$ cat src/rtl/dma_desc_pkg.sv
package dma_desc_pkg;

  localparam int DESC_BYTES     = 8;
  localparam int CFG_WORD_BIT   = 0;
  localparam int CFG_FULLEN_BIT = 1;

  typedef enum logic [1:0] {
    SEL_ARM        = 2'd0,
    SEL_BASE_SOLO  = 2'd1,
    SEL_BASE_GROUP = 2'd2
  } reg_sel_e;

  // byte i of the descriptor lands at bits 8i+7:8i
  typedef struct packed {
    logic [7:0]  pad7;
    logic [7:0]  pad6;
    logic [7:0]  cfg;
    logic [7:0]  len;
    logic [15:0] dst;
    logic [15:0] src;
  } desc_t;

  function automatic logic [7:0] eff_len(input desc_t d);
    if (d.cfg[CFG_WORD_BIT] || d.cfg[CFG_FULLEN_BIT])
      return d.len;
    return {1'b0, d.len[6:0]};
  endfunction

endpackage

$ cat src/rtl/dma_arm_ctrl.sv
module dma_arm_ctrl #(
  parameter int NUM_CH    = 5,
  parameter int DW        = 16,
  parameter int ABORT_BIT = 7,
  parameter int CW        = 3
) (
  input  logic              clk,
  input  logic              rst_n,
  input  logic              arm_wr,
  input  logic [DW-1:0]     wr_data,
  input  logic              done,
  input  logic [CW-1:0]     done_ch,
  output logic [NUM_CH-1:0] armed,
  output logic [NUM_CH-1:0] ready,
  output logic [NUM_CH-1:0] pending,
  output logic [NUM_CH-1:0] kill_vec
);

  logic [NUM_CH-1:0] armed_q, armed_d, ready_q, ready_d;
  logic [NUM_CH-1:0] set_vec, done_vec, mask;
  logic              abort, upd_en;

  always_comb begin
    mask     = wr_data[NUM_CH-1:0];
    abort    = wr_data[ABORT_BIT];
    kill_vec = (arm_wr && abort)  ? mask : '0;
    set_vec  = (arm_wr && !abort) ? mask : '0;
    for (int i = 0; i < NUM_CH; i++)
      done_vec[i] = done && (done_ch == CW'(i));
    armed_d  = (armed_q | set_vec) & ~kill_vec;
    ready_d  = (ready_q | done_vec) & ~kill_vec;
    upd_en   = arm_wr || done;
  end

  always_ff @(posedge clk or negedge rst_n) begin
    if (!rst_n) begin
      armed_q <= '0;
      ready_q <= '0;
    end else if (upd_en) begin
      armed_q <= armed_d;
      ready_q <= ready_d;
    end
  end

  assign armed   = armed_q;
  assign ready   = ready_q;
  assign pending = armed_q & ~ready_q & ~kill_vec;

endmodule

$ cat src/rtl/dma_desc_fetch.sv
module dma_desc_fetch
  import dma_desc_pkg::*;
#(
  parameter int NUM_CH = 5,
  parameter int AW     = 16,
  parameter int CW     = 3
) (
  input  logic              clk,
  input  logic              rst_n,
  input  logic [NUM_CH-1:0] pending,
  input  logic [NUM_CH-1:0] kill_vec,
  input  logic [AW-1:0]     base_solo,
  input  logic [AW-1:0]     base_group,
  output logic              mem_req,
  output logic [AW-1:0]     mem_addr,
  input  logic              mem_gnt,
  input  logic [7:0]        mem_rdata,
  output logic              done,
  output logic [CW-1:0]     done_ch,
  output logic [2:0]        byte_idx,
  output desc_t             desc
);

  logic          busy_q, busy_d;
  logic [CW-1:0] ch_q, ch_d, pick;
  logic [2:0]    idx_q, idx_d;
  logic [AW-1:0] start_q, start_d, start_pick, grp_off;
  logic [63:0]   buf_q, buf_d;
  logic          found, killed, last, cap_en;

  // lowest pending channel wins
  always_comb begin
    pick  = '0;
    found = |pending;
    for (int i = NUM_CH - 1; i >= 0; i--)
      if (pending[i]) pick = CW'(i);
    grp_off    = ({{(AW-CW){1'b0}}, pick} - AW'(1)) << 3;
    start_pick = (pick == '0) ? base_solo : base_group + grp_off;
  end

  always_comb begin
    killed = 1'b0;
    for (int i = 0; i < NUM_CH; i++)
      if (ch_q == CW'(i)) killed = kill_vec[i];
  end

  assign last     = (idx_q == 3'd7);
  assign mem_req  = busy_q;
  assign mem_addr = start_q + AW'(idx_q);
  assign done     = busy_q && mem_gnt && last && !killed;
  assign done_ch  = ch_q;
  assign byte_idx = idx_q;
  assign desc     = desc_t'({mem_rdata, buf_q[55:0]});
  assign cap_en   = busy_q && mem_gnt && !killed;

  always_comb begin
    busy_d  = busy_q;
    ch_d    = ch_q;
    idx_d   = idx_q;
    start_d = start_q;
    buf_d   = buf_q;
    if (busy_q) begin
      if (killed) begin
        busy_d = 1'b0;
      end else if (mem_gnt) begin
        buf_d[{idx_q, 3'b000} +: 8] = mem_rdata;
        idx_d = idx_q + 3'd1;
        if (last) busy_d = 1'b0;
      end
    end else if (found) begin
      busy_d  = 1'b1;
      ch_d    = pick;
      idx_d   = 3'd0;
      start_d = start_pick;
    end
  end

  always_ff @(posedge clk or negedge rst_n) begin
    if (!rst_n) begin
      busy_q  <= 1'b0;
      ch_q    <= '0;
      idx_q   <= '0;
      start_q <= '0;
    end else begin
      busy_q  <= busy_d;
      ch_q    <= ch_d;
      idx_q   <= idx_d;
      start_q <= start_d;
    end
  end

  always_ff @(posedge clk or negedge rst_n) begin
    if (!rst_n)      buf_q <= '0;
    else if (cap_en) buf_q <= buf_d;
  end

endmodule

$ cat src/rtl/dma_desc_store.sv
module dma_desc_store
  import dma_desc_pkg::*;
#(
  parameter int NUM_CH = 5,
  parameter int AW     = 16,
  parameter int CW     = 3
) (
  input  logic                 clk,
  input  logic                 rst_n,
  input  logic                 done,
  input  logic [CW-1:0]        done_ch,
  input  desc_t                desc,
  output logic [NUM_CH*AW-1:0] src_flat,
  output logic [NUM_CH*AW-1:0] dst_flat,
  output logic [NUM_CH*8-1:0]  len_flat,
  output logic [NUM_CH-1:0]    word
);

  for (genvar g = 0; g < NUM_CH; g++) begin : g_ch
    logic          ld_en;
    logic [AW-1:0] src_q, dst_q;
    logic [7:0]    len_q;
    logic          word_q;

    assign ld_en = done && (done_ch == CW'(g));

    always_ff @(posedge clk or negedge rst_n) begin
      if (!rst_n) begin
        src_q  <= '0;
        dst_q  <= '0;
        len_q  <= '0;
        word_q <= 1'b0;
      end else if (ld_en) begin
        src_q  <= AW'(desc.src);
        dst_q  <= AW'(desc.dst);
        len_q  <= eff_len(desc);
        word_q <= desc.cfg[CFG_WORD_BIT];
      end
    end

    assign src_flat[g*AW +: AW] = src_q;
    assign dst_flat[g*AW +: AW] = dst_q;
    assign len_flat[g*8 +: 8]   = len_q;
    assign word[g]              = word_q;
  end

endmodule

$ cat src/rtl/dma_desc_loader.sv
module dma_desc_loader
  import dma_desc_pkg::*;
#(
  parameter int NUM_CH    = 5,
  parameter int AW        = 16,
  parameter int ABORT_BIT = 7
) (
  input  logic                 clk,
  input  logic                 rst_n,
  input  logic                 reg_wr_en,
  input  logic [1:0]           reg_wr_sel,
  input  logic [AW-1:0]        reg_wr_data,
  output logic                 mem_req,
  output logic [AW-1:0]        mem_addr,
  input  logic                 mem_gnt,
  input  logic [7:0]           mem_rdata,
  output logic [NUM_CH-1:0]    ch_armed,
  output logic [NUM_CH-1:0]    ch_ready,
  output logic [NUM_CH-1:0]    ch_word,
  output logic [NUM_CH*AW-1:0] ch_src,
  output logic [NUM_CH*AW-1:0] ch_dst,
  output logic [NUM_CH*8-1:0]  ch_len
);

  localparam int CW = (NUM_CH > 1) ? $clog2(NUM_CH) : 1;

  logic [1:0]        rst_pipe;
  logic              rst_sync_n;
  logic [AW-1:0]     base_solo_q, base_group_q;
  logic              arm_wr, solo_wr, group_wr;
  logic [NUM_CH-1:0] pending, kill_vec;
  logic              done;
  logic [CW-1:0]     done_ch;
  logic [2:0]        fetch_idx;
  desc_t             desc;

  // asynchronous assert, synchronous release
  always_ff @(posedge clk or negedge rst_n) begin
    if (!rst_n) rst_pipe <= '0;
    else        rst_pipe <= {rst_pipe[0], 1'b1};
  end
  assign rst_sync_n = rst_pipe[1];

  assign arm_wr   = reg_wr_en && (reg_wr_sel == SEL_ARM);
  assign solo_wr  = reg_wr_en && (reg_wr_sel == SEL_BASE_SOLO);
  assign group_wr = reg_wr_en && (reg_wr_sel == SEL_BASE_GROUP);

  always_ff @(posedge clk or negedge rst_sync_n) begin
    if (!rst_sync_n)  base_solo_q <= '0;
    else if (solo_wr) base_solo_q <= reg_wr_data;
  end

  always_ff @(posedge clk or negedge rst_sync_n) begin
    if (!rst_sync_n)   base_group_q <= '0;
    else if (group_wr) base_group_q <= reg_wr_data;
  end

  dma_arm_ctrl #(.NUM_CH(NUM_CH), .DW(AW), .ABORT_BIT(ABORT_BIT), .CW(CW)) u_arm (
    .clk     (clk),
    .rst_n   (rst_sync_n),
    .arm_wr  (arm_wr),
    .wr_data (reg_wr_data),
    .done    (done),
    .done_ch (done_ch),
    .armed   (ch_armed),
    .ready   (ch_ready),
    .pending (pending),
    .kill_vec(kill_vec)
  );

  dma_desc_fetch #(.NUM_CH(NUM_CH), .AW(AW), .CW(CW)) u_fetch (
    .clk       (clk),
    .rst_n     (rst_sync_n),
    .pending   (pending),
    .kill_vec  (kill_vec),
    .base_solo (base_solo_q),
    .base_group(base_group_q),
    .mem_req   (mem_req),
    .mem_addr  (mem_addr),
    .mem_gnt   (mem_gnt),
    .mem_rdata (mem_rdata),
    .done      (done),
    .done_ch   (done_ch),
    .byte_idx  (fetch_idx),
    .desc      (desc)
  );

  dma_desc_store #(.NUM_CH(NUM_CH), .AW(AW), .CW(CW)) u_store (
    .clk     (clk),
    .rst_n   (rst_sync_n),
    .done    (done),
    .done_ch (done_ch),
    .desc    (desc),
    .src_flat(ch_src),
    .dst_flat(ch_dst),
    .len_flat(ch_len),
    .word    (ch_word)
  );

endmodule

$ cat config.mk
export PLATFORM = sky130hd
export DESIGN_NAME = dma_desc_loader
export DESIGN_NICKNAME = d
export VERILOG_FILES = /design/src/rtl/dma_desc_pkg.sv /design/src/rtl/dma_arm_ctrl.sv /design/src/rtl/dma_desc_fetch.sv /design/src/rtl/dma_desc_store.sv /design/src/rtl/dma_desc_loader.sv
export SDC_FILE = /design/constraint.sdc
export NUM_CORES = 1
export LEC_CHECK = 0
export CORE_MARGIN = 2
export CORE_UTILIZATION = 55
export DETAILED_ROUTE_END_ITERATION = 6
export GPL_ROUTABILITY_DRIVEN = 0
export PLACE_DENSITY_LB_ADDON = 0.2
export SLEW_MARGIN = 20
export SYNTH_ARGS = -nofsm -noshare
export SYNTH_HDL_FRONTEND = slang
export SYNTH_HIERARCHICAL = 1
export SYNTH_SLANG_ARGS = --single-unit
$ cat constraint.sdc
create_clock -name clk -period 22.3 [get_ports clk]
set_input_delay 2.23 -clock clk [delete_from_list [all_inputs] [get_ports clk]]
set_output_delay 2.23 -clock clk [all_outputs]
set_load 0.01 [all_outputs]
## Yosys cells after proc, flatten, opt, wreduce, memory -nomap -nowiden

Cells that the tools add are included.

| word-level totals | value |
|---|---|
| flip-flop bits (word level) | 336 |
| bits in latches | 0 |
| bits in writable memories | 0 |
| memory bits (read-only) | 0 |
| bits of input ports | 30 |
| output and inout port bits | 232 |
| logic and storage cells | 117 |
| memories kept | 0 |

| operators by class | value |
|---|---|
| add/sub/neg operators | 5 |
| multipliers | 0 |
| divide/modulo/power cells | 0 |
| order comparisons | 0 |
| equal/unequal tests | 9 |
| shift-type cells | 2 |
| mux-type cells | 35 |
| bitwise operators | 10 |
| reductions and logical operators | 26 |

Operators with widths:

| operator | number |
|---|---|
| $bwmux 64 | 1 |
| $shift 8x8->64 const A | 1 |
| $shiftx 8x8->64 | 1 |
| $mux 8 | 6 |
| $mux 3 | 9 |
| $and 5x5->5 | 4 |
| $add 16x16->16 | 1 |
| $add 16x3->16 | 1 |
| $mux 1 | 16 |
| $mux 16 | 1 |
| $logic_and 1x1->1 | 14 |
| $mux 5 | 2 |
| $not 5->5 | 2 |
| $or 5x5->5 | 2 |
| $neg 6->8 | 1 |
| $eq 3x2->1 const B | 2 |
| $eq 3x3->1 const B | 2 |
| $logic_not 3->1 | 2 |
| $reduce_or 5->1 | 1 |
| $ne 2x2->1 const B | 2 |
| $reduce_and 4->1 | 1 |
| $sub 3x1->4 const B | 1 |
| $add 3x1->3 const B | 1 |
| $eq 3x1->1 const B | 1 |
| other kinds (9) | 12 |

## Logic depth before layout (Yosys ltp)

| logic depth | value |
|---|---|
| depth in word-level cells | 14 |
| mapped depth | 15 |
| gate-level depth less buffers | 14 |

## Hierarchy

The synthesis kept the hierarchy.

Modules (own cells, without submodules):

| module | instances | cells each | area each (µm²) |
|---|---|---|---|
| dma_desc_store | 1 | 444 | 7937.6 |
| dma_desc_fetch | 1 | 450 | 4436.8 |
| dma_desc_loader | 1 | 72 | 1360.1 |
| dma_arm_ctrl | 1 | 52 | 498.0 |

## Least setup slack after synthesis

Ideal clock, no wire load.

| timing | value |
|---|---|
| path type | in2reg |
| start point | input port reg_wr_sel[0] |
| end point | register u_fetch.start_q[12] |
| library setup time | 0.091 ns |
| arrival | 5.202 ns |
| data required time | 22.209 ns |
| slack | 17.008 ns |
| cell stages on the path | 15 |
| cells stage by stage | nor3b_1 clkbuf_1 and3_1 nor3_1 nor2b_1 o21bai_1 ha_1 inv_1 ha_1 a211oi_1 o21bai_1 o311ai_0 o22ai_1 mux2_2 o221ai_1 |

| between the ends | value |
|---|---|
| elaborated cells between the ends (all ways) | 17 |
| classes of those cells | 2 x add/sub; 7 x mux; 2 x bitwise; 6 x reduce/logical |

RTL lines:

| item | line | source |
|---|---|---|
| start, declared | dma_desc_loader.sv:11 | `input logic [1:0] reg_wr_sel,` |
| $logic_not 2->1 (*) | dma_desc_loader.sv:44 | `assign arm_wr = reg_wr_en && (reg_wr_sel == SEL_ARM);` |
| $logic_and 1x1->1 (*) | dma_desc_loader.sv:44 |  |
| $logic_and 1x1->1 (*) | dma_arm_ctrl.sv:26 | `kill_vec = (arm_wr && abort) ? mask : '0;` |
| $mux 5 (*) | dma_arm_ctrl.sv:26 |  |
| via kill_vec[3] | dma_desc_loader.sv:31 | `logic [NUM_CH-1:0] pending, kill_vec;` |
| $not 5->5 (*) | dma_arm_ctrl.sv:47 | `assign pending = armed_q & ~ready_q & ~kill_vec;` |
| $and 5x5->5 (*) | dma_arm_ctrl.sv:47 |  |
| via pending[3] | dma_desc_loader.sv:31 |  |
| $mux 3 (4 in a row) | dma_desc_fetch.sv:36 | `if (pending[i]) pick = CW'(i);` |
| $sub 3x1->4 | dma_desc_fetch.sv:37 | `grp_off = ({{(AW-CW){1'b0}}, pick} - AW'(1)) << 3;` |
| $add 16x16->16 | dma_desc_fetch.sv:38 | `start_pick = (pick == '0) ? base_solo : base_group + grp_off;` |
| $mux 16 | dma_desc_fetch.sv:38 |  |
| end signal, assigned | dma_desc_fetch.sv:88 | `start_q <= start_d;` |
| end, declared | dma_desc_fetch.sv:27 | `logic [AW-1:0] start_q, start_d, start_pick, grp_off;` |

Mark *: on every way through the listed nets, which the timed path passes. The rest lies on a longest branch.
A chain may end at the register's enable or synchronous reset.

## Worst setup path in the final report

| timing | value |
|---|---|
| start point | input port reg_wr_en |
| end point | register u_fetch.start_q[12] |

| between the ends | value |
|---|---|
| elaborated cells between the ends (all ways) | 16 |
| classes of those cells | 2 x add/sub; 7 x mux; 2 x bitwise; 5 x reduce/logical |

RTL lines:

| item | line | source |
|---|---|---|
| start, declared | dma_desc_loader.sv:10 | `input logic reg_wr_en,` |
| $logic_and 1x1->1 (*) | dma_desc_loader.sv:44 |  |
| via arm_wr | dma_desc_loader.sv:30 | `logic arm_wr, solo_wr, group_wr;` |
| $logic_and 1x1->1 (*) | dma_arm_ctrl.sv:26 |  |
| $mux 5 (*) | dma_arm_ctrl.sv:26 |  |
| via kill_vec[3] | dma_desc_loader.sv:31 |  |
| $not 5->5 (*) | dma_arm_ctrl.sv:47 |  |
| $and 5x5->5 (*) | dma_arm_ctrl.sv:47 |  |
| via pending[3] | dma_desc_loader.sv:31 |  |
| $mux 3 (4 in a row) | dma_desc_fetch.sv:36 |  |
| $sub 3x1->4 | dma_desc_fetch.sv:37 |  |
| $add 16x16->16 | dma_desc_fetch.sv:38 |  |
| $mux 16 | dma_desc_fetch.sv:38 |  |

Marks and branches as above.

==> summary.md <==
| Metric | Value |
|---|---|
| Least-Margin Pin Slew | `1.076 ns` |
| Synth warn | `6` |
| Reg clk slew, reported paths | `~0.06 ns` |
| Max-cap violations | `0` |
| Clock share of power | `0.254` |
| CP startpoint | `reg_wr_en` |
| Die area | `between 0.02 and 0.03 sq mm` |
| Share of cells above drive strength 1 | `0.2562` |
| Clock skew | `roughly 0.0083 ns` |
| CTS root buf | `clkbuf_16` |
| Drt drc | `0` |
| Reg2Reg Depth | `5` |
| Die Width | `around 160 um` |
| Largest net degree at the start of global routing | `187` |
| CTS tree | `built` |
| Die height | `around 160 um` |
| Achievable Freq | `approximately 160 MHz` |
| Leakage | `around 0.0082 uW` |
| IO Port Bufs | `~260` |
| Number of cells on the critical path | `15` |
| PnR worst setup slack | `roughly 16 ns` |
| Via count | `roughly 8.5k` |
| Status | `finished clean` |
| CP Capture Point | `u_fetch/start_q[12]$_DFFE_PN0P_` |
| P_int | `1470 uW` |
| CTS resizes | `0` |
| Setup bufs post-CTS | `0` |
| Ant diodes | `0` |
| Syn Std Cell Area | `roughly 0.014 sq mm` |
| Pins Over Slew Limit | `0` |
| Multi-input combinational cell area | `about 0.0053 sq mm` |
| Congestion Overflow GR | `0` |
| H-Tree Depth | `2` |
| CP Launch Type | `primary input` |
| Setup TNS | `0 ns` |
| Pre-CTS setup slack | `roughly 16 ns` |
| Post-Syn Instances | `around 970` |
| CTS buffer count | `34` |
| First-pass GRT wire length | `just over 50 mm` |
| Tcrit/Tclk final | `0.2803` |
| CTS Buffer Depth | `3` |
| GRT Total Usage | `0.2484` |
| Register area | `slightly below 0.008 sq mm` |
| Switch Pwr | `707.7 uW` |
| Via/cell ratio | `roughly 5.4` |
| Antenna violations before repair | `0` |
| HPWL Detailed | `between 20 and 25 mm` |
| Starting Density | `0.5611` |
| Buffers & Inverters on Critical Path | `2` |
| Number of global-route vias before repair | `~9k` |
| Core ar. | `around 0.024 sq mm` |
| FILL cells | `around 1.7k` |
| Initial DRC Count | `around 530` |
| Drt pass-1 iters | `7` |
| Crit-path slowest cell | `nor3b_1` |
| RR Endpoint | `u_store/g_ch[4].word_q$_DFFE_PN0P_` |
| Final worst path period need | `~6.3 ns` |
| Net Sw Frac | `0.3249` |
| Final net count | `roughly 1.3k` |
| Clock Latency Late Sink | `approximately 0.5 ns` |
| Inst Count DP | `between 1.5k and 2k` |
| Slew HR | `0.2829` |
| Reg2Reg Setup Slack | `about 19 ns` |
| Crit-path max cell delay | `about 0.76 ns` |
| CTS sink count | `~310` |
| Rows | `57` |
| I/O pin total | `~260` |
| Hold Vio Cnt, Final | `0` |
| Setup-failing EPs final | `0` |
| Syn_nets | `1022` |
| Hold Buf Count CTS | `0` |
| P per Cell Area | `approximately 120 mW/mm^2` |
| CP Class | `primary input to register` |
| Total Wirelength | `~32 mm` |
| Hold crit path type | `register to register` |
| CP top delay family | `compound AO/OA/AOI/OAI gates` |
| CP endpoint kind | `register` |
| CP cell instances | `clkdlybuf4s50_1, nor3b_1, and3_1, nor3_1, nor2b_1, o21bai_1, ha_1, inv_1, ha_1, a211oi_1, o21bai_1, o311ai_0, o22ai_1, mux2_2, o221ai_1` |
| Remaining antenna violation count | `0` |
| WL/cell | `slightly above 20 um` |
| Syn avg cell area | `about 14 sq um` |
| Required time worst endpoint | `around 23 ns` |
| CP arrival | `around 6.7 ns` |
| Post-Layout Cell Count | `1573` |
| RSZ-0062 raised after global routing | `no` |
| Area growth syn-to-layout | `28.22%` |
| Sequential share of power | `0.399` |
| Crit-path max FO | `10` |
| Gate power share | `0.347` |
| Worst r2r src | `u_fetch/done_ch[0]$_DFFE_PN0P_` |
| Peak supply drop | `84.08 uV` |
| Total chip power | `between 2000 and 2500 uW` |
## per-layer routing
layer,routed length [um],part of all wire,vias to the layer above,track usage
met3,1362,0.042,42,0.03652
met4,655,0.020,0,0.06758
met1,13910,0.43,4354,0.3347
met2,16180,0.50,244,0.4256
met5,0,0,-,0
li1,-,-,3887,-
## worst register-to-register path: stages (launching register included)
cell      delay [ns]
dfrtp_1         0.62
mux4_2          0.59
a211o_4         0.39
nor2_1          0.46
and4bb_4        1.00
mux2_2          0.49
## state kept, by name, summed over array words and instances (netlist names), 16 cells and up
name / flops
u_store/g_ch.dst_q: 80
u_store/g_ch.src_q: 80
u_fetch/buf_q: 42
u_store/g_ch.len_q: 40
base_group_q: 16
base_solo_q: 16
u_fetch/start_q: 16
## through the flow
step           utilization  instance area, sq um  hold WS [ns]
4_1_cts             0.7195                 17550        0.3805
2_1_floorplan            -                 13690        0.3312
6_report            0.7195                 17550        0.3693
3_5_place_dp        0.6744                 16450        0.3688
5_1_grt             0.7195                 17550        0.3923
3_3_place_gp        0.6744                 16450        0.3363
## worst min-delay path by stage
stage                           from               endpoint  slack, ns  cells past startpoint
2_1_floorplan  rst_pipe[0]$_DFF_PN0_  rst_pipe[1]$_DFF_PN0_       0.33                      0
3_3_place_gp   rst_pipe[0]$_DFF_PN0_  rst_pipe[1]$_DFF_PN0_       0.34                      0
3_5_place_dp   rst_pipe[0]$_DFF_PN0_  rst_pipe[1]$_DFF_PN0_       0.37                      0
4_1_cts        rst_pipe[0]$_DFF_PN0_  rst_pipe[1]$_DFF_PN0_       0.38                      0
5_1_grt        rst_pipe[0]$_DFF_PN0_  rst_pipe[1]$_DFF_PN0_       0.39                      0
6_report       rst_pipe[0]$_DFF_PN0_  rst_pipe[1]$_DFF_PN0_       0.37                      0
## layout make-up
type                       count  share of cell area
clock buffer                  48             0.05682
clock inverter                10            0.005846
inverter                      46            0.009839
multi-input combinational    561              0.3030
sequential                   314              0.4480
tap                          324             0.02310
timing repair buffer         270              0.1534
## cells in the final DEF, fill, tap and decap left out, types with 5 or more instances in the layout
| cell | count |
|---|---|
| mux2i_1 | 30 |
| mux2_1 | 6 |
| ha_1 | 24 |
| o21ai_0 | 19 |
| clkbuf_1 | 8 |
| a22oi_1 | 5 |
| xnor2_1 | 20 |
| clkdlybuf4s50_1 | 261 |
| dfrtp_1 | 313 |
| nand3_1 | 14 |
| clkbuf_16 | 37 |
| clkinv_2 | 7 |
| nand2_1 | 59 |
| nor2_1 | 25 |
| and3_1 | 6 |
| a31oi_1 | 6 |
| buf_4 | 8 |
| mux2_4 | 72 |
| xor2_1 | 5 |
| nor3_1 | 8 |
| a21oi_1 | 22 |
| mux2_2 | 176 |
| inv_1 | 46 |
## power groups by stage
stage / combinational (uW) / sequential [uW] / clock, uW
5_1_grt: 820 / 893 / 590
3_5_place_dp: 754 / 878 / 0
2_1_floorplan: 398 / 875 / 0
3_3_place_gp: 738 / 870 / 0
6_report: 756 / 869 / 553
4_1_cts: 761 / 870 / 564
Power figures use the tool's default switching activity.
